File: config.mk
export PLATFORM = sky130hd
export DESIGN_NAME = brm_pwm
export DESIGN_NICKNAME = d
export VERILOG_FILES = /design/src/rtl/brm_pwm.sv
export SDC_FILE = /design/constraint.sdc
export NUM_CORES = 1
export LEC_CHECK = 0
export CAP_MARGIN = 40
export CORE_MARGIN = 3
export CORE_UTILIZATION = 50
export DETAILED_ROUTE_END_ITERATION = 8
export GPL_TIMING_DRIVEN = 0
export PLACE_DENSITY = 0.74
export SLEW_MARGIN = 20
export SYNTH_ARGS = -nofsm -noshare
export SYNTH_HDL_FRONTEND = slang
export SYNTH_SLANG_ARGS = --single-unit
File: constraint.sdc
create_clock -name clk -period 2.95 [get_ports clk]
set_input_delay 0.295 -clock clk [delete_from_list [all_inputs] [get_ports clk]]
set_output_delay 0.295 -clock clk [all_outputs]
set_load 0.05 [all_outputs]
File: src/rtl/brm_pwm.sv
module brm_pwm #(
  parameter int CW = 8,
  parameter int FW = 6
) (
  input  logic          clk,
  input  logic          rst,
  input  logic          en,
  input  logic          wr_en,
  input  logic [CW-1:0] wr_coarse,
  input  logic [FW-1:0] wr_fine,
  output logic          pwm_out
);
  localparam logic [CW-1:0] CNT_LAST = '1;
  localparam logic [FW-1:0] FRM_LAST = '1;

  logic [CW-1:0] cnt, coarse_q, coarse_nx;
  logic [FW-1:0] frm, fine_q, fine_nx;
  logic          cyc_end, frame_end, stretch, found;

  assign cyc_end   = (cnt == CNT_LAST);
  assign frame_end = en && cyc_end && (frm == FRM_LAST);

  always_ff @(posedge clk) begin
    if (rst) begin
      cnt       <= '0;
      frm       <= '0;
      coarse_q  <= '0;
      fine_q    <= '0;
      coarse_nx <= '0;
      fine_nx   <= '0;
    end else begin
      if (wr_en) begin
        coarse_nx <= wr_coarse;
        fine_nx   <= wr_fine;
      end
      if (!en) begin
        cnt      <= '0;
        frm      <= '0;
        coarse_q <= coarse_nx;
        fine_q   <= fine_nx;
      end else begin
        cnt <= cnt + 1'b1;
        if (cyc_end) frm <= frm + 1'b1;
        if (frame_end) begin
          coarse_q <= coarse_nx;
          fine_q   <= fine_nx;
        end
      end
    end
  end

  always_comb begin
    stretch = 1'b0;
    found   = 1'b0;
    for (int t = 0; t < FW; t++) begin
      if (!found && frm[t]) begin
        stretch = fine_q[FW-1-t];
        found   = 1'b1;
      end
    end
  end

  assign pwm_out = en && ((cnt < coarse_q) || (stretch && (cnt == coarse_q)));
endmodule

==> results.cfg, run 1 <==
[flow_run]
maxCapViolCount = 0

[sta]
rsz0062_at_grt = false
clock-skew-final_ns = 0.00544
max_slew.worst_pin.slew_ns = 0.499
min_period_ns = 2.59
number_of_failing_setup_endpoints_in_the_final_timing_report = 0
clock.fmax_mhz = 386
hold_fails_final_rpt = 0
min_period_over_period_pct = 87.8
final.setup.tns_ns = 0
timing_max_transition_violations_final = 0
slew-limit-headroom_pct = 66.6

[placed_design]
place_inst = 265
gp_routability_congestion = 0.794
io_buffers = 17
detailedPlacementHpwl_um = 2450

[synth]
async_reset_ff_share_pct = 0
postSynthNetCount = 232
synth_cells = 202
yosys.cell_types.count = 31
post_synth_most_frequent_cells = sky130_fd_sc_hd__dfxtp_1, sky130_fd_sc_hd__nor2_1, sky130_fd_sc_hd__mux2i_1, sky130_fd_sc_hd__inv_1, sky130_fd_sc_hd__ha_1
synth_fa_ha_area_share_pct = 7.86
synth_largest_type_area_fraction_pct = 44.0
dominant_cell_by_count_in_the_synthesized_netlist = sky130_fd_sc_hd__dfxtp_1
synth_top_cells_by_area = sky130_fd_sc_hd__dfxtp_1, sky130_fd_sc_hd__mux2i_1, sky130_fd_sc_hd__nor2_1
synth_simple_gate_area_share_pct = 17.4
synth-edff-count = 0
netlist.top_cell.by_area = sky130_fd_sc_hd__dfxtp_1
synth_compound_area_share_pct = 5.96
xor_and_xnor_area_share_after_synthesis_pct = 4.58
synth_top_family_by_area = simple AND/OR/NAND/NOR gates
ys_seq_area_share_pct = 44.0
muxShareOfSynthArea_pct = 15.2
postSynthAreaPerCell_um2 = 9.46
yosys_most_used_dff = sky130_fd_sc_hd__dfxtp_1
yosys_register_bits = 42
synth.yosys.warnings = 0
syn_area_um2 = 1910

[worst_setup_path]
timing.rr.start = cnt[0]$_SDFF_PP0_
crit_fanout = 6
timing.setup.critical_path_class = reg -> out
r2r.worst_path.cells = 6
worst-endpoint-arrival_ns = 2.30
setup.worst_path.start_class = register
critPathRequiredTime_ns = 2.65
regToRegEndpoint = fine_q[0]$_SDFFE_PP0P_
reg2reg_slack_ns = 1.01
end_kind = output port

[run_status]
run_status = finished clean

[power_and_ir_drop]
power_per_cell_area_nw_per_um2 = 506
worst_ir_drop_on_vdd_mv = 0.331
total_leakage_power_nw = 0.936
fin_total_pwr_w = 0.00114

[worst_hold_path]
timing.hold.worst_endpoint = coarse_nx[3]$_SDFFE_PP0P_
hold_path.class = in -> reg
hp-start = wr_en
min_delay_path_depth = 3

[finish]
area_growth_syn_to_layout_pct = 17.7
layout.area.seq_um2 = 841
multi_input_area_um2 = 975
layout.nets = 256
layout.cells.non_filler = 273
drive_above_1_share_pct = 6.17
antennaDiodeCount = 0
nFillCells = 306

[routing]
drt_first_pass_iters = 4
routed_wire_length_per_instance_um = 11.8
dr_total_vias = 1353
drcViolationCount = 0
drtAntennaViolNets = 0
post_drt_via_cell_ratio = 4.96
wl_um = 3240
drt_first_iter_violations = 50

[global_routing]
grt_util_all_layers_pct = 16.6
number_of_antenna_violations_at_the_first_check_in_global_routing = 0
first_global_vias = 1290
global_route.overflow_total = 0
pin_count_of_the_biggest_net_entering_global_routing = 14
grt_pass1_wl_um = 5670

[die]
fp.dieH_um = 67.8
fp.dieArea_um2 = 4600
fp.dieW_um = 67.8
ios = 19
core_area_um2 = 3490
core.rowCount = 21
start_util_pct = 54.7

[clocking]
htreeDepth = 2
cts-buffers-inserted = 5
clk_pin_slew_ns = 0.08
cts_tree = done
clock_tree.buffer_depth = 2
ctsHoldBuffers = 0
clock_insertion_delay_worst_skew_ns = 0.29
ctsRootBufferMaster = sky130_fd_sc_hd__clkbuf_8
cts_repair_resize_count = 0
post-cts-setup-buffer-count = 0
numClockSinks = 42
-- power by group --
group	switching [W]	total, W	internal, W
logic	0.0000487	0.000102	0.0000537
registers	0.0000104	0.000596	0.000586
clock network	0.000190	0.000439	0.000249
-- layout make-up --
type | instances | share of cell area [%]
clock inverter | 3 | 1.78
sequential | 42 | 37.4
multi-input combinational | 138 | 43.3
tap | 46 | 2.56
inverter | 13 | 2.17
buffer | 9 | 2.06
timing repair buffer | 17 | 7.68
clock buffer | 5 | 3.06
-- cell usage in the layout (no fill, tap or decap), types with 3 or more instances in the layout --
| cell | netlist | final |
|---|---|---|
| sky130_fd_sc_hd__nand2_1 | 8 | 8 |
| sky130_fd_sc_hd__inv_1 | 13 | 13 |
| sky130_fd_sc_hd__nand3_1 | 7 | 7 |
| sky130_fd_sc_hd__ha_1 | 12 | 12 |
| sky130_fd_sc_hd__xnor2_1 | 7 | 7 |
| sky130_fd_sc_hd__nand4_1 | 4 | 4 |
| sky130_fd_sc_hd__a21oi_1 | 5 | 5 |
| sky130_fd_sc_hd__clkbuf_8 | 0 | 5 |
| sky130_fd_sc_hd__nor2_1 | 41 | 41 |
| sky130_fd_sc_hd__mux2i_1 | 29 | 29 |
| sky130_fd_sc_hd__xor2_1 | 3 | 3 |
| sky130_fd_sc_hd__o21ai_0 | 4 | 4 |
| sky130_fd_sc_hd__clkdlybuf4s50_1 | 0 | 16 |
| sky130_fd_sc_hd__clkbuf_1 | 5 | 5 |
| sky130_fd_sc_hd__dfxtp_1 | 42 | 42 |
-- through the flow --
step,hold slack (ns),setup WS (ns),util [%],instance area (um2)
after floorplan,0.437,0.446,-,1910
after global placement,0.460,0.219,61.2,2140
after detailed placement,0.465,0.244,61.2,2140
after CTS,0.429,0.00319,64.3,2250
after global routing,0.448,0.211,64.4,2250
final,0.427,0.359,64.4,2250
-- cell families after synthesis --
kind of cell / count (synthesis)
AO/OA/AOI/OAI: 16
XOR/XNOR: 10
adder cells (fa/ha/maj): 12
buffers and inverters: 22
flip-flops: 42
multiplexers: 29
AND/OR/NAND/NOR: 71
-- how the worst max path moves through the flow --
stage	start	end	slack, ns	cells past startpoint
finish	frm[0]$_SDFFE_PP0N_	pwm_out	0.36	7
global route	frm[0]$_SDFFE_PP0N_	pwm_out	0.21	7
floorplan	cnt[6]$_SDFF_PP0_	pwm_out	0.45	5
detailed placement	en	pwm_out	0.24	6
global placement	en	pwm_out	0.22	6
CTS	frm[0]$_SDFFE_PP0N_	pwm_out	0.003	7
-- sequential cells by signal, indices dropped and copies added, names as in the netlist --
| name | cells |
|---|---|
| fine_nx | 6 |
| coarse_q | 8 |
| frm | 6 |
| coarse_nx | 8 |
| cnt | 8 |
| fine_q | 6 |
-- per-layer routing --
layer / up-vias / GRT usage (%) / part of all wire, %
met4: 0 / 6.70 / 1.1
met2: 21 / 26.4 / 47
met5: - / 0 / 0
met3: 5 / 4.43 / 3.8
met1: 600 / 21.5 / 48
li1: 727 / - / -
-- critical path, cell delays in order (launching register included) --
cell and delay, ns:
sky130_fd_sc_hd__dfxtp_1 0.45, sky130_fd_sc_hd__inv_1 0.10, sky130_fd_sc_hd__ha_1 0.23, sky130_fd_sc_hd__and3b_1 0.20
sky130_fd_sc_hd__nor4_1 0.22, sky130_fd_sc_hd__o311ai_0 0.21, sky130_fd_sc_hd__o21ai_0 0.14, sky130_fd_sc_hd__dlymetal6s2s_1 0.45
(Power assumes the default switching activity.)
==> run 2, diff against run 1 <==
Settings changed: ABC_AREA set to 1.
==> run 2 against run 1 <==
Effect of this change: non-clock buffer count fell by 1; worst hold slack got worse by 0.077 ns; global-route usage fell by 1.1 points; final area rose by 2.7%; register-to-register slack improved by 0.43 ns; total power fell by 4.4%; flip-flop and latch count did not move; die area rose by 4.2%; sequential share of layout area fell by 0.97 points; combinational power rose by 9%; setup slack got worse by 0.11 ns; count of clock-buffer cells in the layout rose by 2.
==> results.cfg, run 2 <==
[run_status]
run_status = finished clean

[global_routing]
grt_pass1_wl_um = 6190
pin_count_of_the_biggest_net_entering_global_routing = 13
number_of_antenna_violations_at_the_first_check_in_global_routing = 0
first_global_vias = 1537
global_route.overflow_total = 0
grt_util_all_layers_pct = 15.5

[clocking]
ctsRootBufferMaster = sky130_fd_sc_hd__clkbuf_8
clock_insertion_delay_worst_skew_ns = 0.29
clock_tree.buffer_depth = 2
ctsHoldBuffers = 0
post-cts-setup-buffer-count = 0
clk_pin_slew_ns = 0.08
cts_tree = done
htreeDepth = 2
cts-buffers-inserted = 5
cts_repair_resize_count = 0
numClockSinks = 42

[synth]
synth_largest_type_area_fraction_pct = 42.1
synth_top_cells_by_area = sky130_fd_sc_hd__dfxtp_1, sky130_fd_sc_hd__nand2_1, sky130_fd_sc_hd__nor2_1
synth_compound_area_share_pct = 15.0
post_synth_most_frequent_cells = sky130_fd_sc_hd__dfxtp_1, sky130_fd_sc_hd__nand2_1, sky130_fd_sc_hd__nor2_1, sky130_fd_sc_hd__inv_1, sky130_fd_sc_hd__nand3_1
syn_area_um2 = 2000
ys_seq_area_share_pct = 42.1
yosys_register_bits = 42
netlist.top_cell.by_area = sky130_fd_sc_hd__dfxtp_1
synth_fa_ha_area_share_pct = 7.51
dominant_cell_by_count_in_the_synthesized_netlist = sky130_fd_sc_hd__dfxtp_1
muxShareOfSynthArea_pct = 0
synth.yosys.warnings = 0
yosys_most_used_dff = sky130_fd_sc_hd__dfxtp_1
xor_and_xnor_area_share_after_synthesis_pct = 0.438
postSynthNetCount = 292
postSynthAreaPerCell_um2 = 7.63
synth_simple_gate_area_share_pct = 27.4
synth_cells = 262
async_reset_ff_share_pct = 0
synth-edff-count = 0
synth_top_family_by_area = simple AND/OR/NAND/NOR gates
yosys.cell_types.count = 30

[sta]
slew-limit-headroom_pct = 57.6
final.setup.tns_ns = 0
number_of_failing_setup_endpoints_in_the_final_timing_report = 0
rsz0062_at_grt = false
min_period_ns = 2.70
min_period_over_period_pct = 91.6
timing_max_transition_violations_final = 0
clock.fmax_mhz = 370
clock-skew-final_ns = 0.00650
hold_fails_final_rpt = 0
max_slew.worst_pin.slew_ns = 0.635

[finish]
layout.cells.most_common = sky130_fd_sc_hd__dfxtp_1
drive_above_1_share_pct = 11.5
layout.nets = 315
antennaDiodeCount = 0
layout.cells.non_filler = 334
area_growth_syn_to_layout_pct = 15.6
layout_common_cells = sky130_fd_sc_hd__dfxtp_1, sky130_fd_sc_hd__nand2_1, sky130_fd_sc_hd__nor2_1
nFillCells = 339
biggestRegsByFlops = cnt (8), coarse_nx (8), coarse_q (8)

[die]
ios = 19
core_area_um2 = 3740
fp.dieArea_um2 = 4790
fp.dieH_um = 69.2
core.rowCount = 22
fp.dieW_um = 69.2
start_util_pct = 53.4

[placed_design]
detailedPlacementHpwl_um = 2590
place_inst = 326
io_buffers = 16
gp_routability_congestion = 0.759

[routing]
drt_first_pass_iters = 4
drcViolationCount = 0
drt_first_iter_violations = 68
routed_wire_length_per_instance_um = 10.3
wl_um = 3430
drtAntennaViolNets = 0
dr_total_vias = 1601
post_drt_via_cell_ratio = 4.79

[worst_hold_path]
hold_path.class = in -> reg

[power_and_ir_drop]
worst_ir_drop_on_vdd_mv = 0.332
power_per_cell_area_nw_per_um2 = 471
total_leakage_power_nw = 0.895

[flow_run]
maxCapViolCount = 0

[worst_setup_path]
critPathRequiredTime_ns = 2.65
worst-endpoint-arrival_ns = 2.41
crit_fanout = 2
timing.setup.critical_path_class = reg -> out
setup.worst_path.start_class = register
end_kind = output port
==> run 2: changes by cell type after synthesis, moves of 11 or more <==
cell	previous run	this run
sky130_fd_sc_hd__a21oi_1	5	16
sky130_fd_sc_hd__nand2_1	8	41
sky130_fd_sc_hd__inv_1	13	25
sky130_fd_sc_hd__mux2i_1	29	0
sky130_fd_sc_hd__nand3_1	7	22
==> run 2: kinds of logic after synthesis <==
family                     Yosys count
xor gates and xnor gates             1
adders and majority gates           12
buffers and inverters               38
AOI/OAI and AO/OA                   50
DFF                                 42
and+or+nand+nor                    119
==> run 2: metal layers <==
layer,share of wire [%],track usage (%)
met5,0,0
met4,0.38,4.56
met3,2.9,5.22
met2,46,26.7
met1,51,18.2
==> run 2: critical path, cell delays in order, from the launching register on <==
cell and delay [ns]:
sky130_fd_sc_hd__dfxtp_1 0.34, sky130_fd_sc_hd__inv_1 0.05, sky130_fd_sc_hd__ha_1 0.28, sky130_fd_sc_hd__nand2_1 0.07, sky130_fd_sc_hd__nor2_1 0.12, sky130_fd_sc_hd__nor2b_1 0.18, sky130_fd_sc_hd__nand3_1 0.11, sky130_fd_sc_hd__a21oi_1 0.15
sky130_fd_sc_hd__clkdlybuf4s50_1 0.82
==> run 2: through the flow <==
step	instance area [um2]	worst slack (ns)	utilization (%)	power [W]	hold slack, ns
detailed placement	2220	0.545	59.3	0.000725	0.457
CTS	2310	0.207	61.7	0.00110	0.340
global route	2310	0.0826	61.7	0.00114	0.366
floorplan	2000	0.897	-	0.000685	0.430
finish	2310	0.247	61.7	0.00109	0.350
global placement	2220	0.547	59.3	0.000722	0.449
==> run 2: power breakdown <==
group          switching, W  total, W  leakage (nW)  internal (W)
Sequential        0.0000114  0.000600         0.344      0.000589
Combinational     0.0000603  0.000111         0.503     0.0000506
Clock              0.000188  0.000376        0.0482      0.000189
==> run 2: layout make-up <==
class                      count  area [um2]  share of cell area (%)
buffer                         9        43.8                    1.90
inverter                      29         109                    4.71
timing repair buffer          16         160                    6.93
sequential                    42         841                    36.4
clock inverter                 1        5.00                   0.217
multi-input combinational    182        1000                    43.5
tap                           48        60.1                    2.60
clock buffer                   7        86.3                    3.74
==> run 2: worst paths after layout <==
check / from / to / slack (ns) / cells after the start
worst max-delay path: coarse_q[7]$_SDFFE_PP0P_ / pwm_out / 0.25 / 8
worst min register to register: fine_nx[1]$_SDFFE_PP0P_ / fine_q[1]$_SDFFE_PP0P_ / 0.47 / 2
worst min-delay path: en / coarse_q[0]$_SDFFE_PP0P_ / 0.35 / 3
worst max register to register: cnt[0]$_SDFF_PP0_ / fine_q[1]$_SDFFE_PP0P_ / 1.44 / 7
==> run 3, diff against run 2 <==
Settings changed: CTS_BUF_LIST set to sky130_fd_sc_hd__clkbuf_8 sky130_fd_sc_hd__clkbuf_16.
Clock period 2.95 ns to 3.3 ns, I/O delays scaled along.
==> run 3 against run 2 <==
Effect of this change: total power is 11% lower; clock power fell by 11%; core utilization unchanged; combinational power down 11%; via count is 0.31% lower; sequential share of layout area unchanged; critical path depth unchanged; non-clock buffer count unchanged; first-iteration DRC count is the same; highest routed layer unchanged.
==> results.cfg, run 3 (synthesized netlist as in run 2, its figures left out) <==
[finish]
area_growth_syn_to_layout_pct = 15.6
layout.nets = 315
antennaDiodeCount = 0
layout_common_cells = sky130_fd_sc_hd__dfxtp_1, sky130_fd_sc_hd__nand2_1, sky130_fd_sc_hd__nor2_1
final_core_util_pct = 61.7
finish.instance_area_um2 = 2310
biggestRegsByFlops = cnt (8), coarse_nx (8), coarse_q (8)
layout.cells.most_common = sky130_fd_sc_hd__dfxtp_1
drive_above_1_share_pct = 11.5

[flow_run]
maxCapViolCount = 0

[worst_setup_path]
setup.worst_path.start_class = register
path_cells = inv_1 -> ha_1 -> nand2_1 -> nor2_1 -> nor2b_1 -> nand3_1 -> a21oi_1 -> clkdlybuf4s50_1
timing.setup.critical_path_class = reg -> out
crit_fanout = 2
end_kind = output port
crit_path_top_delay_cell = sky130_fd_sc_hd__clkdlybuf4s50_1
worst-endpoint-arrival_ns = 2.41
cpPeakStageDelay_ns = 0.82
cp_num_buf_inv = 2
critPathRequiredTime_ns = 2.97
worst_path_dominant_cell_family = buffers and inverters

[routing]
drt_first_iter_violations = 68
drtAntennaViolNets = 0
drcViolationCount = 0
wl_um = 3430
routed_wire_length_per_instance_um = 10.3
drt_first_pass_iters = 4
post_drt_via_cell_ratio = 4.78
dr_total_vias = 1596

[die]
fp.dieArea_um2 = 4790
core_area_um2 = 3740
fp.dieH_um = 69.2
core.rowCount = 22
start_util_pct = 53.4
fp.dieW_um = 69.2
ios = 19

[run_status]
run_status = finished clean

[placed_design]
detailedPlacementHpwl_um = 2590
io_buffers = 16
gp_routability_congestion = 0.759
placedInstanceArea_um2 = 2220

[clocking]
cts-buffers-inserted = 5
clock_insertion_delay_worst_skew_ns = 0.29
htreeDepth = 2
ctsRootBufferMaster = sky130_fd_sc_hd__clkbuf_8
clock_tree.buffer_depth = 2
cts_repair_resize_count = 0
cts_tree = done
ctsHoldBuffers = 0
numClockSinks = 42
post-cts-setup-buffer-count = 0
clk_pin_slew_ns = 0.08

[power_and_ir_drop]
power_per_cell_area_nw_per_um2 = 420
combPwrFrac_pct = 10.2
p_switching_w = 0.000232
switching_share_pct = 23.9
seq_power_share_pct = 55.4
pwr-share-clk_pct = 34.4
cellInternalPower_w = 0.000737
total_leakage_power_nw = 0.899
worst_ir_drop_on_vdd_mv = 0.297

[sta]
clock.fmax_mhz = 365
min_period_ns = 2.74
rsz0062_at_grt = false
timing_max_transition_violations_final = 0
hold_fails_final_rpt = 0
slew-limit-headroom_pct = 57.6
final.setup.tns_ns = 0
clock-skew-final_ns = 0.00628
min_period_over_period_pct = 83.0
max_slew.worst_pin.slew_ns = 0.636
number_of_failing_setup_endpoints_in_the_final_timing_report = 0
fin_worst_hold_slack_ns = 0.385

[worst_hold_path]
hold_path.class = in -> reg

[global_routing]
grt_util_all_layers_pct = 15.5
pin_count_of_the_biggest_net_entering_global_routing = 13
grt_pass1_wl_um = 6190
number_of_antenna_violations_at_the_first_check_in_global_routing = 0
first_global_vias = 1537
global_route.overflow_total = 0
## run 3: cell types whose count changed in the layout (fill, tap and decap cells not counted)
cell / before / now
sky130_fd_sc_hd__clkbuf_1: 6 / 5
sky130_fd_sc_hd__inv_1: 25 / 26
## run 3: final cells by class
| class | instances | area [um2] |
|---|---|---|
| Multi-Input combinational cell | 182 | 1000 |
| Buffer | 9 | 43.8 |
| Clock buffer | 6 | 82.6 |
| Clock inverter | 2 | 8.76 |
| Tap cell | 48 | 60.1 |
| Timing Repair Buffer | 16 | 160 |
| Sequential cell | 42 | 841 |
| Fill cell | 339 | 1430 |
| Inverter | 29 | 109 |
## run 3: worst register-to-register path: cells and delay by family (launching register included)
family	cells	cell delay [ns]
flops	1	0.38
simple gates	4	0.55
compound gates	1	0.07
fa+ha+maj	1	0.18
buf+inv	1	0.21
## run 3: layer usage
| metal | wire [um] | global-route usage (%) | share of wire (%) |
|---|---|---|---|
| met5 | 0 | 0 | 0 |
| met1 | 1740 | 18.2 | 51 |
| met2 | 1570 | 26.7 | 46 |
| met3 | 100 | 5.22 | 2.9 |
| met4 | 13 | 4.56 | 0.38 |
## run 3: path summary, 6_finish.rpt
kind / start / to / slack (ns) / cells after the start
hold reg to reg: fine_nx[1]$_SDFFE_PP0P_ / fine_q[1]$_SDFFE_PP0P_ / 0.47 / 2
setup / recovery: coarse_q[7]$_SDFFE_PP0P_ / pwm_out / 0.56 / 8
setup reg to reg: cnt[0]$_SDFF_PP0_ / fine_q[1]$_SDFFE_PP0P_ / 1.79 / 7
hold / removal: en / coarse_q[0]$_SDFFE_PP0P_ / 0.39 / 3
## run 3: power by group through the flow
stage          clock network (W)  registers [W]  logic [W]
6_report                0.000334       0.000537  0.0000991
5_1_grt                 0.000362       0.000540   0.000113
4_1_cts                 0.000348       0.000537   0.000100
3_5_place_dp                   0       0.000549  0.0000995
3_3_place_gp                   0       0.000548  0.0000977
2_1_floorplan                  0       0.000546  0.0000666
## run 3: stage by stage
stage	instances	worst slack (ns)	total power, W
floorplan	262	1.21	0.000612
global route	334	0.398	0.00102
finish	334	0.562	0.000969
global placement	326	0.862	0.000646
detailed placement	326	0.860	0.000648
CTS	334	0.522	0.000985
